**src/rtl/cg_xfer_pkg.sv**
```systemverilog
package cg_xfer_pkg;

    localparam int SEL_W  = 16;
    localparam int OFF_W  = 32;
    localparam int CNT_W  = 5;
    localparam int PL_W   = 2;
    localparam int DESC_W = 64;
    localparam int IDX_W  = SEL_W - PL_W;
    localparam int HALF_W = OFF_W / 2;

    typedef enum logic [1:0] {
        XK_DIRECT = 2'd0,
        XK_GATE   = 2'd1,
        XK_RAISE  = 2'd2,
        XK_FAULT  = 2'd3
    } xfer_kind_e;

    typedef struct packed {
        logic              present;
        logic              is_user;
        logic              is_code;
        logic              conforming;
        logic              is_gate;
        logic [PL_W-1:0]   dpl;
        logic [IDX_W-1:0]  gate_idx;
        logic [OFF_W-1:0]  gate_off;
        logic [CNT_W-1:0]  gate_cnt;
    } desc_info_t;

    typedef struct packed {
        xfer_kind_e        kind;
        logic [SEL_W-1:0]  cs;
        logic [OFF_W-1:0]  offset;
        logic [CNT_W-1:0]  count;
        logic [PL_W-1:0]   cpl;
    } xfer_res_t;

    function automatic desc_info_t decode_desc(input logic [DESC_W-1:0] d);
        desc_info_t i;
        i.present    = d[47];
        i.dpl        = d[46:45];
        i.is_user    = d[44];
        i.is_code    = d[44] & d[43];
        i.conforming = d[42];
        i.is_gate    = ~d[44] && (d[42:40] == 3'b100) && (d[39:37] == 3'b000);
        i.gate_idx   = d[31:18];
        i.gate_cnt   = d[36:32];
        i.gate_off   = d[43] ? {d[63:48], d[15:0]} : {{HALF_W{1'b0}}, d[15:0]};
        return i;
    endfunction

    function automatic logic [PL_W-1:0] pl_max(input logic [PL_W-1:0] a,
                                               input logic [PL_W-1:0] b);
        return (a > b) ? a : b;
    endfunction

    function automatic xfer_res_t fault_res(input logic [PL_W-1:0] cpl);
        xfer_res_t r;
        r.kind   = XK_FAULT;
        r.cs     = '0;
        r.offset = '0;
        r.count  = '0;
        r.cpl    = cpl;
        return r;
    endfunction

endpackage

```
**src/rtl/cg_direct_judge.sv**
```systemverilog
module cg_direct_judge
    import cg_xfer_pkg::*;
(
    input  logic [PL_W-1:0]  cpl,
    input  logic [SEL_W-1:0] sel,
    input  logic [OFF_W-1:0] off,
    input  desc_info_t       info,
    output xfer_res_t        res
);
    logic [PL_W-1:0] rpl;
    logic            level_ok;

    assign rpl = sel[PL_W-1:0];

    always_comb begin
        if (info.conforming)
            level_ok = (info.dpl <= cpl);
        else
            level_ok = (info.dpl == cpl) && (rpl <= cpl);
    end

    always_comb begin
        if (info.present && info.is_code && level_ok) begin
            res.kind   = XK_DIRECT;
            res.cs     = {sel[SEL_W-1:PL_W], cpl};
            res.offset = off;
            res.count  = '0;
            res.cpl    = cpl;
        end else begin
            res = fault_res(cpl);
        end
    end
endmodule

```
**src/rtl/cg_gate_entry.sv**
```systemverilog
module cg_gate_entry
    import cg_xfer_pkg::*;
(
    input  logic [PL_W-1:0] cpl,
    input  logic [PL_W-1:0] rpl,
    input  desc_info_t      info,
    output logic            enter,
    output logic [PL_W-1:0] epl
);
    assign epl   = pl_max(cpl, rpl);
    assign enter = info.is_gate && info.present && (epl <= info.dpl);
endmodule

```
**src/rtl/cg_target_judge.sv**
```systemverilog
module cg_target_judge
    import cg_xfer_pkg::*;
(
    input  logic             is_call,
    input  logic [PL_W-1:0]  cpl,
    input  logic [PL_W-1:0]  epl,
    input  logic [IDX_W-1:0] gate_idx,
    input  logic [OFF_W-1:0] gate_off,
    input  logic [CNT_W-1:0] gate_cnt,
    input  desc_info_t       tinfo,
    output xfer_res_t        res
);
    logic            target_ok;
    logic            raises;
    logic [PL_W-1:0] new_cpl;

    assign target_ok = tinfo.present && tinfo.is_code &&
                       (tinfo.dpl <= epl) && (tinfo.dpl <= cpl);
    assign raises    = ~tinfo.conforming && (tinfo.dpl < cpl);
    assign new_cpl   = tinfo.conforming ? cpl : tinfo.dpl;

    always_comb begin
        if (target_ok && !(raises && !is_call)) begin
            res.kind   = raises ? XK_RAISE : XK_GATE;
            res.cs     = {gate_idx, new_cpl};
            res.offset = gate_off;
            res.count  = raises ? gate_cnt : '0;
            res.cpl    = new_cpl;
        end else begin
            res = fault_res(cpl);
        end
    end
endmodule

```
**src/rtl/cg_far_xfer_check.sv**
```systemverilog
module cg_far_xfer_check
    import cg_xfer_pkg::*;
(
    input  logic              clk,
    input  logic              rst,
    input  logic              req_valid,
    input  logic              req_is_call,
    input  logic [PL_W-1:0]   req_cpl,
    input  logic [SEL_W-1:0]  req_sel,
    input  logic [OFF_W-1:0]  req_offset,
    input  logic [DESC_W-1:0] req_desc,
    output logic              busy,
    output logic              fetch_req,
    output logic [SEL_W-1:0]  fetch_sel,
    input  logic              fetch_valid,
    input  logic [DESC_W-1:0] fetch_desc,
    output logic              res_valid,
    output logic [1:0]        res_kind,
    output logic [SEL_W-1:0]  res_cs,
    output logic [OFF_W-1:0]  res_offset,
    output logic [CNT_W-1:0]  res_count,
    output logic [PL_W-1:0]   res_cpl
);
    typedef enum logic {ST_IDLE, ST_FETCH} state_e;

    state_e           state;
    desc_info_t       req_info;
    desc_info_t       tgt_info;
    xfer_res_t        dir_res;
    xfer_res_t        tgt_res;
    xfer_res_t        res_q;
    logic             res_valid_q;
    logic             gate_enter;
    logic [PL_W-1:0]  req_epl;
    logic             cap_call;
    logic [PL_W-1:0]  cap_cpl;
    logic [PL_W-1:0]  cap_epl;
    logic [IDX_W-1:0] cap_idx;
    logic [OFF_W-1:0] cap_off;
    logic [CNT_W-1:0] cap_cnt;

    assign req_info = decode_desc(req_desc);
    assign tgt_info = decode_desc(fetch_desc);

    cg_direct_judge u_direct (
        .cpl  (req_cpl),
        .sel  (req_sel),
        .off  (req_offset),
        .info (req_info),
        .res  (dir_res)
    );

    cg_gate_entry u_entry (
        .cpl   (req_cpl),
        .rpl   (req_sel[PL_W-1:0]),
        .info  (req_info),
        .enter (gate_enter),
        .epl   (req_epl)
    );

    cg_target_judge u_target (
        .is_call  (cap_call),
        .cpl      (cap_cpl),
        .epl      (cap_epl),
        .gate_idx (cap_idx),
        .gate_off (cap_off),
        .gate_cnt (cap_cnt),
        .tinfo    (tgt_info),
        .res      (tgt_res)
    );

    always_ff @(posedge clk) begin
        if (rst) begin
            state       <= ST_IDLE;
            res_valid_q <= 1'b0;
            res_q       <= '0;
            cap_call    <= 1'b0;
            cap_cpl     <= '0;
            cap_epl     <= '0;
            cap_idx     <= '0;
            cap_off     <= '0;
            cap_cnt     <= '0;
        end else begin
            res_valid_q <= 1'b0;
            case (state)
                ST_IDLE: begin
                    if (req_valid) begin
                        cap_call <= req_is_call;
                        cap_cpl  <= req_cpl;
                        if (gate_enter) begin
                            cap_epl <= req_epl;
                            cap_idx <= req_info.gate_idx;
                            cap_off <= req_info.gate_off;
                            cap_cnt <= req_info.gate_cnt;
                            state   <= ST_FETCH;
                        end else begin
                            res_q       <= dir_res;
                            res_valid_q <= 1'b1;
                        end
                    end
                end
                ST_FETCH: begin
                    if (fetch_valid) begin
                        res_q       <= tgt_res;
                        res_valid_q <= 1'b1;
                        state       <= ST_IDLE;
                    end
                end
                default: state <= ST_IDLE;
            endcase
        end
    end

    assign busy       = (state == ST_FETCH);
    assign fetch_req  = (state == ST_FETCH);
    assign fetch_sel  = {cap_idx, {PL_W{1'b0}}};
    assign res_valid  = res_valid_q;
    assign res_kind   = res_q.kind;
    assign res_cs     = res_q.cs;
    assign res_offset = res_q.offset;
    assign res_count  = res_q.count;
    assign res_cpl    = res_q.cpl;

    // privilege is raised only by a CALL, and only to a lower number
    assert_raise_only_call_R8: assert property (@(posedge clk) disable iff (rst)
        (res_valid && res_kind == XK_RAISE) |-> (cap_call && res_cpl < cap_cpl));

    // results that do not raise keep the caller's level
    assert_keep_cpl_R2: assert property (@(posedge clk) disable iff (rst)
        (res_valid && (res_kind == XK_DIRECT || res_kind == XK_GATE)) |-> (res_cpl == cap_cpl));

    // a granted selector carries the new privilege as its RPL
    assert_cs_rpl_R6: assert property (@(posedge clk) disable iff (rst)
        (res_valid && res_kind != XK_FAULT) |-> (res_cs[PL_W-1:0] == res_cpl));

    // fault results are cleared apart from the caller's level
    assert_fault_clear_R11: assert property (@(posedge clk) disable iff (rst)
        (res_valid && res_kind == XK_FAULT) |->
        (res_cs == '0 && res_offset == '0 && res_count == '0 && res_cpl == cap_cpl));

    // a pending fetch holds its selector until answered
    assert_fetch_hold_R10: assert property (@(posedge clk) disable iff (rst)
        (fetch_req && !fetch_valid) |=> (fetch_req && $stable(fetch_sel)));

    // no result is produced while a fetch is still outstanding
    assert_no_early_result_R10: assert property (@(posedge clk) disable iff (rst)
        (fetch_req && !fetch_valid) |=> !res_valid);
endmodule

```
**config.mk**
```make
export PLATFORM = sky130hd
export DESIGN_NAME = cg_far_xfer_check
export DESIGN_NICKNAME = d
export VERILOG_FILES = /design/src/rtl/cg_xfer_pkg.sv /design/src/rtl/cg_direct_judge.sv /design/src/rtl/cg_gate_entry.sv /design/src/rtl/cg_target_judge.sv /design/src/rtl/cg_far_xfer_check.sv
export SDC_FILE = /design/constraint.sdc
export NUM_CORES = 1
export LEC_CHECK = 0
export BUFFER_PORTS_ARGS = -buffer_cell sky130_fd_sc_hd__buf_2
export CELL_PAD_IN_SITES_DETAIL_PLACEMENT = 1
export CELL_PAD_IN_SITES_GLOBAL_PLACEMENT = 1
export CORE_MARGIN = 2
export CORE_UTILIZATION = 31
export CTS_CLUSTER_DIAMETER = 30
export DETAILED_ROUTE_END_ITERATION = 16
export PLACE_DENSITY_LB_ADDON = 0.2
export SKIP_CTS_REPAIR_TIMING = 1
export SLEW_MARGIN = 20
export SYNTH_ARGS = -nofsm -noshare
export SYNTH_HDL_FRONTEND = slang
export SYNTH_HIERARCHICAL = 1
export SYNTH_SLANG_ARGS = --single-unit
```
**constraint.sdc**
```tcl
create_clock -name clk -period 2.63 [get_ports clk]
set_input_delay 0.263 -clock clk [delete_from_list [all_inputs] [get_ports clk]]
set_output_delay 0.263 -clock clk [all_outputs]
set_load 0.05 [all_outputs]
```
==> results of run 1 <==
-- state kept, by name, indices dropped and copies added, names as in the netlist --
name,cells
cap_call,1
res_valid,1
res_offset,32
res_count,5
cap_cpl,2
cap_cnt,5
cap_off,32
res_cpl,2
res_kind,2
cap_idx,14
res_cs,16
busy,1
cap_epl,2
-- final cells by class --
| cell class | instances | area share |
|---|---|---|
| multi-input cells | 568 | 0.4266 |
| flip-flops and latches | 115 | 0.2823 |
| repair buffers | 229 | 0.1694 |
| clock buffers | 23 | 0.05739 |
| well taps | 270 | 0.04143 |
| clock inverters | 9 | 0.01580 |
| inverters | 14 | 0.006445 |
| diodes | 2 | 0.0006138 |
-- metrics by stage --
stage / power [uW] / setup TNS, ns / setup slack (ns) / std cells / utilization
finish: 4694 / 0 / 0.2861 / 1230 / 0.4069
detailed placement: 2362 / -8.253 / -0.1291 / 1196 / 0.3769
global route: 4867 / 0 / 0.08709 / 1229 / 0.4068
global placement: 2358 / -6.804 / -0.1073 / 1196 / 0.3769
CTS: 4748 / 0 / 0.2768 / 1228 / 0.4067
floorplan: 2137 / 0 / 0.1421 / 778 / -
-- metal layers --
metal  share of wire  vias up  track usage
met5         0.00063        -            0
met4           0.012        2      0.05631
met3           0.048       18      0.04250
met2            0.47      153       0.3276
met1            0.47     2799       0.2551
li1                -     2977            -
-- worst paths after layout --
check | start | endpoint | slack, ns | depth (start not counted)
setup / recovery | cap_cpl[1] | res_cpl[0] | 0.29 | 8
hold reg to reg | cap_off[13] | cap_off[13] | 0.45 | 2
hold / removal | req_desc[19] | cap_idx[1] | 0.09 | 3
setup reg to reg | cap_cpl[1] | res_cpl[0] | 0.29 | 8
-- worst register-to-register path, cell delays in order, from the launching register on --
cell and delay (ns):
dfxtp_1 0.39, inv_1 0.06, ha_1 0.29, nor2b_1 0.22, nor4_1 0.12, or4b_4 0.55
mux2_4 0.31, a22oi_1 0.18, a21oi_1 0.08
-- power breakdown --
part | internal [uW] | switching (uW) | total, uW
clock | 1540 | 839 | 2380
combinational | 203 | 343 | 546
sequential | 1760 | 11.1 | 1770
==> flow_metrics.env, run 1 <==
export IMPL_dr_first_iter_drc_count=188
export IMPL_ios=259
export IMPL_clkLatencyLatePin_ns=0.41
export IMPL_max_clock_freq_mhz=426.6
export IMPL_drive_gt1_frac=0.3278
export IMPL_wire_length_of_the_first_global_routing_pass_microns=33490
export IMPL_timing_critical_path_from_type="register"
export IMPL_die_w_microns=146.2
export IMPL_max_slew_worst_pin_slew_ns=0.6261
export IMPL_dr_pass1_iters=4
export IMPL_grt_max_degree=65
export IMPL_drc=0
export IMPL_crit_slowest_cell="or4b_4"
export IMPL_layout_area_seq_sq_um=2302
export IMPL_worst_hold_path_type="in -> reg"
export IMPL_root_buffer="clkbuf_16"
export IMPL_p_leak_uw=0.003271
export IMPL_critical_path_n_buffers_inverters=1
export IMPL_num_cts_buffers=17
export IMPL_timing_critical_path_cells="inv_1 > ha_1 > nor2b_1 > nor4_1 > or4b_4 > mux2_4 > a22oi_1 > a21oi_1"
export IMPL_yosysWarningCount=6
export IMPL_dieArea_sq_um=21380
export IMPL_drv_cap=0
export IMPL_placement_cell_area_sq_um=7552
export IMPL_arrival_time_at_the_worst_endpoint_ns=2.61
export IMPL_grt_overflow_total=0
export IMPL_gp_congestion=0.7619
export IMPL_crit_path_end_kind="register"
export IMPL_grt_use_total=0.1959
export IMPL_criticalPathCategory="reg -> reg"
export IMPL_dpl_hpwl_microns=14070
export IMPL_h_tree_depth=4
export IMPL_post_route_antenna_net_violation_count=0
export IMPL_max_slew_margin_rel=0.5826
export IMPL_area_growth_syn_to_layout_pct=30.05
export IMPL_fin_skew_ns=0.006471
export IMPL_timing_final_max_slew_violations=0
export IMPL_worst_ir_drop_vdd_uv=404.3
export IMPL_routed_wirelength_microns=20710
export IMPL_crit_family="simple AND/OR/NAND/NOR gates"
export IMPL_routed_via_density=4.837
export IMPL_min_period_over_period=0.8912
export IMPL_status="complete, no violations"
export IMPL_clock_sinks=115
export IMPL_mostFrequentLayoutCell="buf_2"
export IMPL_rows=52
export IMPL_filler_cell_count=2510
export IMPL_fp_coreArea_sq_um=20040
export IMPL_p_per_area_nw_per_um2=575.7
export IMPL_post_route_cell_area_sq_um=8154
export IMPL_crit_fanout=4
export IMPL_final_critical_period_ns=2.344
export IMPL_multiInputGateArea_sq_um=3478
export IMPL_mostFrequentLayoutCells="buf_2, nand2_1, dfxtp_1"
export IMPL_portBuffers=196
export IMPL_critPathMaxStageDelay_ns=0.55
export IMPL_synthesis_area_sq_um=6270
export IMPL_syn_mean_instance_area_sq_um=8.111
export IMPL_drt_wirelength_per_cell_microns=16.83
export IMPL_finalSetupViolations=0
export IMPL_fin_worst_hold_slack_ns=0.08665
export IMPL_hold_viol_final=0
export IMPL_postSynthCellCount=773
export IMPL_num_vias=5949
export IMPL_die_height_microns=146.2
export IMPL_grt_antenna_before_repair=2
export IMPL_setup_repair_after_global_routing_missed_its_margin="no"
export IMPL_tritoncts="built"
export IMPL_start_util=0.3129
export IMPL_final_nets=1141
export IMPL_cts_max_path_buffers=2
export IMPL_cts_clk_pin_slew_worst_paths_ns=0.06
export IMPL_worst_ep_required_ns=2.90
export IMPL_grt_pass1_vias=6242
Note: power is estimated with default switching activity, not from simulation.
==> run 2, diff against run 1 <==
--- a/config.mk
+++ b/config.mk
@@ -9,7 +9,7 @@
 export CELL_PAD_IN_SITES_DETAIL_PLACEMENT = 1
 export CELL_PAD_IN_SITES_GLOBAL_PLACEMENT = 1
 export CORE_MARGIN = 2
-export CORE_UTILIZATION = 31
+export CORE_UTILIZATION = 30
 export CTS_CLUSTER_DIAMETER = 30
 export DETAILED_ROUTE_END_ITERATION = 16
 export PLACE_DENSITY_LB_ADDON = 0.2
==> run 2 against run 1 <==
  * Sequential share of layout area grew 0.078 points
  * Clock skew grew 0.0030 ns
  * Maximum frequency fell by 4.4%
  * Hold slack got worse by 0.0065 ns
  * Critical endpoint is now res_offset[28]
  * Highest routed layer is now met4
  * First-iteration DRC count rose by 1.6%
  * Design area decreased by 0.28%
==> flow_metrics.env, run 2 (synthesized netlist as in run 1, its figures left out) <==
export IMPL_status="complete, no violations"
export IMPL_power_report_internal_total_uw=3566
export IMPL_cts_clk_pin_slew_worst_paths_ns=0.06
export IMPL_grt_overflow_total=0
export IMPL_crit_path_end_kind="register"
export IMPL_clock_sinks=115
export IMPL_root_buffer="clkbuf_16"
export IMPL_timing_critical_path_from_type="register"
export IMPL_arrival_time_at_the_worst_endpoint_ns=2.75
export IMPL_cts_max_path_buffers=2
export IMPL_seq_power_share=0.371
export IMPL_hold_path_cell_count=3
export IMPL_grt_max_degree=67
export IMPL_hold_viol_final=0
export IMPL_drt_wirelength_per_cell_microns=17.07
export IMPL_final_critical_period_ns=2.452
export IMPL_final_nets=1138
export IMPL_start_util=0.3079
export IMPL_worst_hold_path_type="in -> reg"
export IMPL_portBuffers=196
export IMPL_wire_length_of_the_first_global_routing_pass_microns=32950
export IMPL_fin_worst_hold_slack_ns=0.08011
export IMPL_r2r_worst_path_cells=9
export IMPL_dr_first_iter_drc_count=191
export IMPL_p_leak_uw=0.003264
export IMPL_routed_via_density=4.856
export IMPL_p_per_area_nw_per_um2=586.9
export IMPL_max_slew_margin_rel=0.5722
export IMPL_dr_pass1_iters=4
export IMPL_clkLatencyLatePin_ns=0.42
export IMPL_criticalPathCategory="reg -> reg"
export IMPL_timing_final_ws_setup_ns=0.1777
export IMPL_grt_pass1_vias=6141
export IMPL_crit_fanout=30
export IMPL_rr_endpoint="res_offset[28]"
export IMPL_dpl_hpwl_microns=13940
export IMPL_worst_ir_drop_vdd_uv=395.2
export IMPL_min_period_over_period=0.9324
export IMPL_h_tree_depth=4
export IMPL_p_sw_uw=1207
export IMPL_placement_cell_area_sq_um=7505
export IMPL_routed_wirelength_microns=20930
export IMPL_die_height_microns=148.6
export IMPL_timing_final_max_slew_violations=0
export IMPL_area_growth_syn_to_layout_pct=29.69
export IMPL_drive_gt1_frac=0.3277
export IMPL_gp_congestion=0.7588
export IMPL_hold_path_startpoint="req_desc[6]"
export IMPL_max_clock_freq_mhz=407.8
export IMPL_dieArea_sq_um=22070
export IMPL_regToRegStartpoint="cap_cpl[1]"
export IMPL_max_slew_worst_pin_slew_ns=0.6358
export IMPL_mostFrequentLayoutCell="buf_2"
export IMPL_num_cts_buffers=17
export IMPL_grt_antenna_before_repair=1
export IMPL_worst_ep_required_ns=2.92
export IMPL_tritoncts="built"
export IMPL_drc=0
export IMPL_post_route_cell_area_sq_um=8132
export IMPL_setup_repair_after_global_routing_missed_its_margin="no"
export IMPL_die_w_microns=148.6
export IMPL_drv_cap=0
export IMPL_grt_use_total=0.1898
export IMPL_rows=52
export IMPL_fin_skew_ns=0.009483
export IMPL_post_route_antenna_net_violation_count=0
export IMPL_net_switching_fraction_of_the_power=0.2529
export IMPL_comb_power_share=0.111
export IMPL_num_vias=5954
export IMPL_clkPwrFrac=0.517
export IMPL_placement_setup_worst_slack_ns=-0.1304
export IMPL_r2r_setup_slack_ns=0.18
export IMPL_finalSetupViolations=0
export IMPL_holdPathEnd="cap_off[6]"
export IMPL_fp_coreArea_sq_um=20360
export IMPL_setup_tns_final_ns=0
export IMPL_ios=259
export IMPL_power_total_uw=4773
export IMPL_mostFrequentLayoutCells="buf_2, nand2_1, dfxtp_1"
-- run 2: cell count changes in the layout (fill, tap and decap cells not counted), sizes merged --
cell / change
diode: -1
clkinv: -2
clkbuf: +1
clkinvlp: +1
buf: -3
-- run 2: final cells by class --
type / count / area, sq um
sequential: 115 / 2302
inverter: 14 / 52.55
tap: 270 / 337.8
antenna: 1 / 2.502
timing repair buffer: 226 / 1334
fill: 2492 / 12230
clock inverter: 8 / 122.6
clock buffer: 24 / 501.7
multi-input combinational: 568 / 3478
-- run 2: critical path: stages (launching register included) --
cell and delay (ns):
dfxtp_1 0.39, inv_1 0.06, ha_1 0.30, nor2b_1 0.17, nor4_1 0.49, nor4_4 0.10
buf_4 0.27, and2_1 0.21, a22oi_1 0.22, a21oi_1 0.09
-- run 2: power by group through the flow --
stage	Clock (uW)	Combinational, uW	Sequential [uW]
after floorplan	0	276	1860
after global placement	0	533	1810
after detailed placement	0	534	1810
after CTS	2540	536	1770
after global routing	2590	579	1770
final	2470	532	1770
-- run 2: how the worst max path moves through the flow --
stage               start              to  slack, ns  cells past startpoint
6_report       cap_cpl[1]  res_offset[28]       0.18                      9
5_1_grt        cap_cpl[1]       res_cs[8]       0.05                      9
4_1_cts        cap_cpl[1]       res_cs[6]       0.18                      9
3_5_place_dp   req_cpl[0]     cap_off[11]      -0.13                     15
3_3_place_gp   req_cpl[0]     cap_off[10]      -0.14                     15
2_1_floorplan  req_sel[1]       res_cs[3]       0.14                     14
-- run 2: metal layers --
| layer | vias to the layer above | routed length (microns) | global-route usage |
|---|---|---|---|
| met1 | 2826 | 9684 | 0.2415 |
| met5 | - | 0 | 0 |
| li1 | 2960 | - | - |
| met3 | 12 | 1210 | 0.04939 |
| met2 | 156 | 9844 | 0.3204 |
| met4 | 0 | 194 | 0.04905 |
-- run 2: per-stage QoR --
step | cells | utilization
3_3_place_gp | 1193 | 0.3685
2_1_floorplan | 778 | -
6_report | 1226 | 0.3993
3_5_place_dp | 1193 | 0.3685
4_1_cts | 1225 | 0.3992
5_1_grt | 1225 | 0.3992
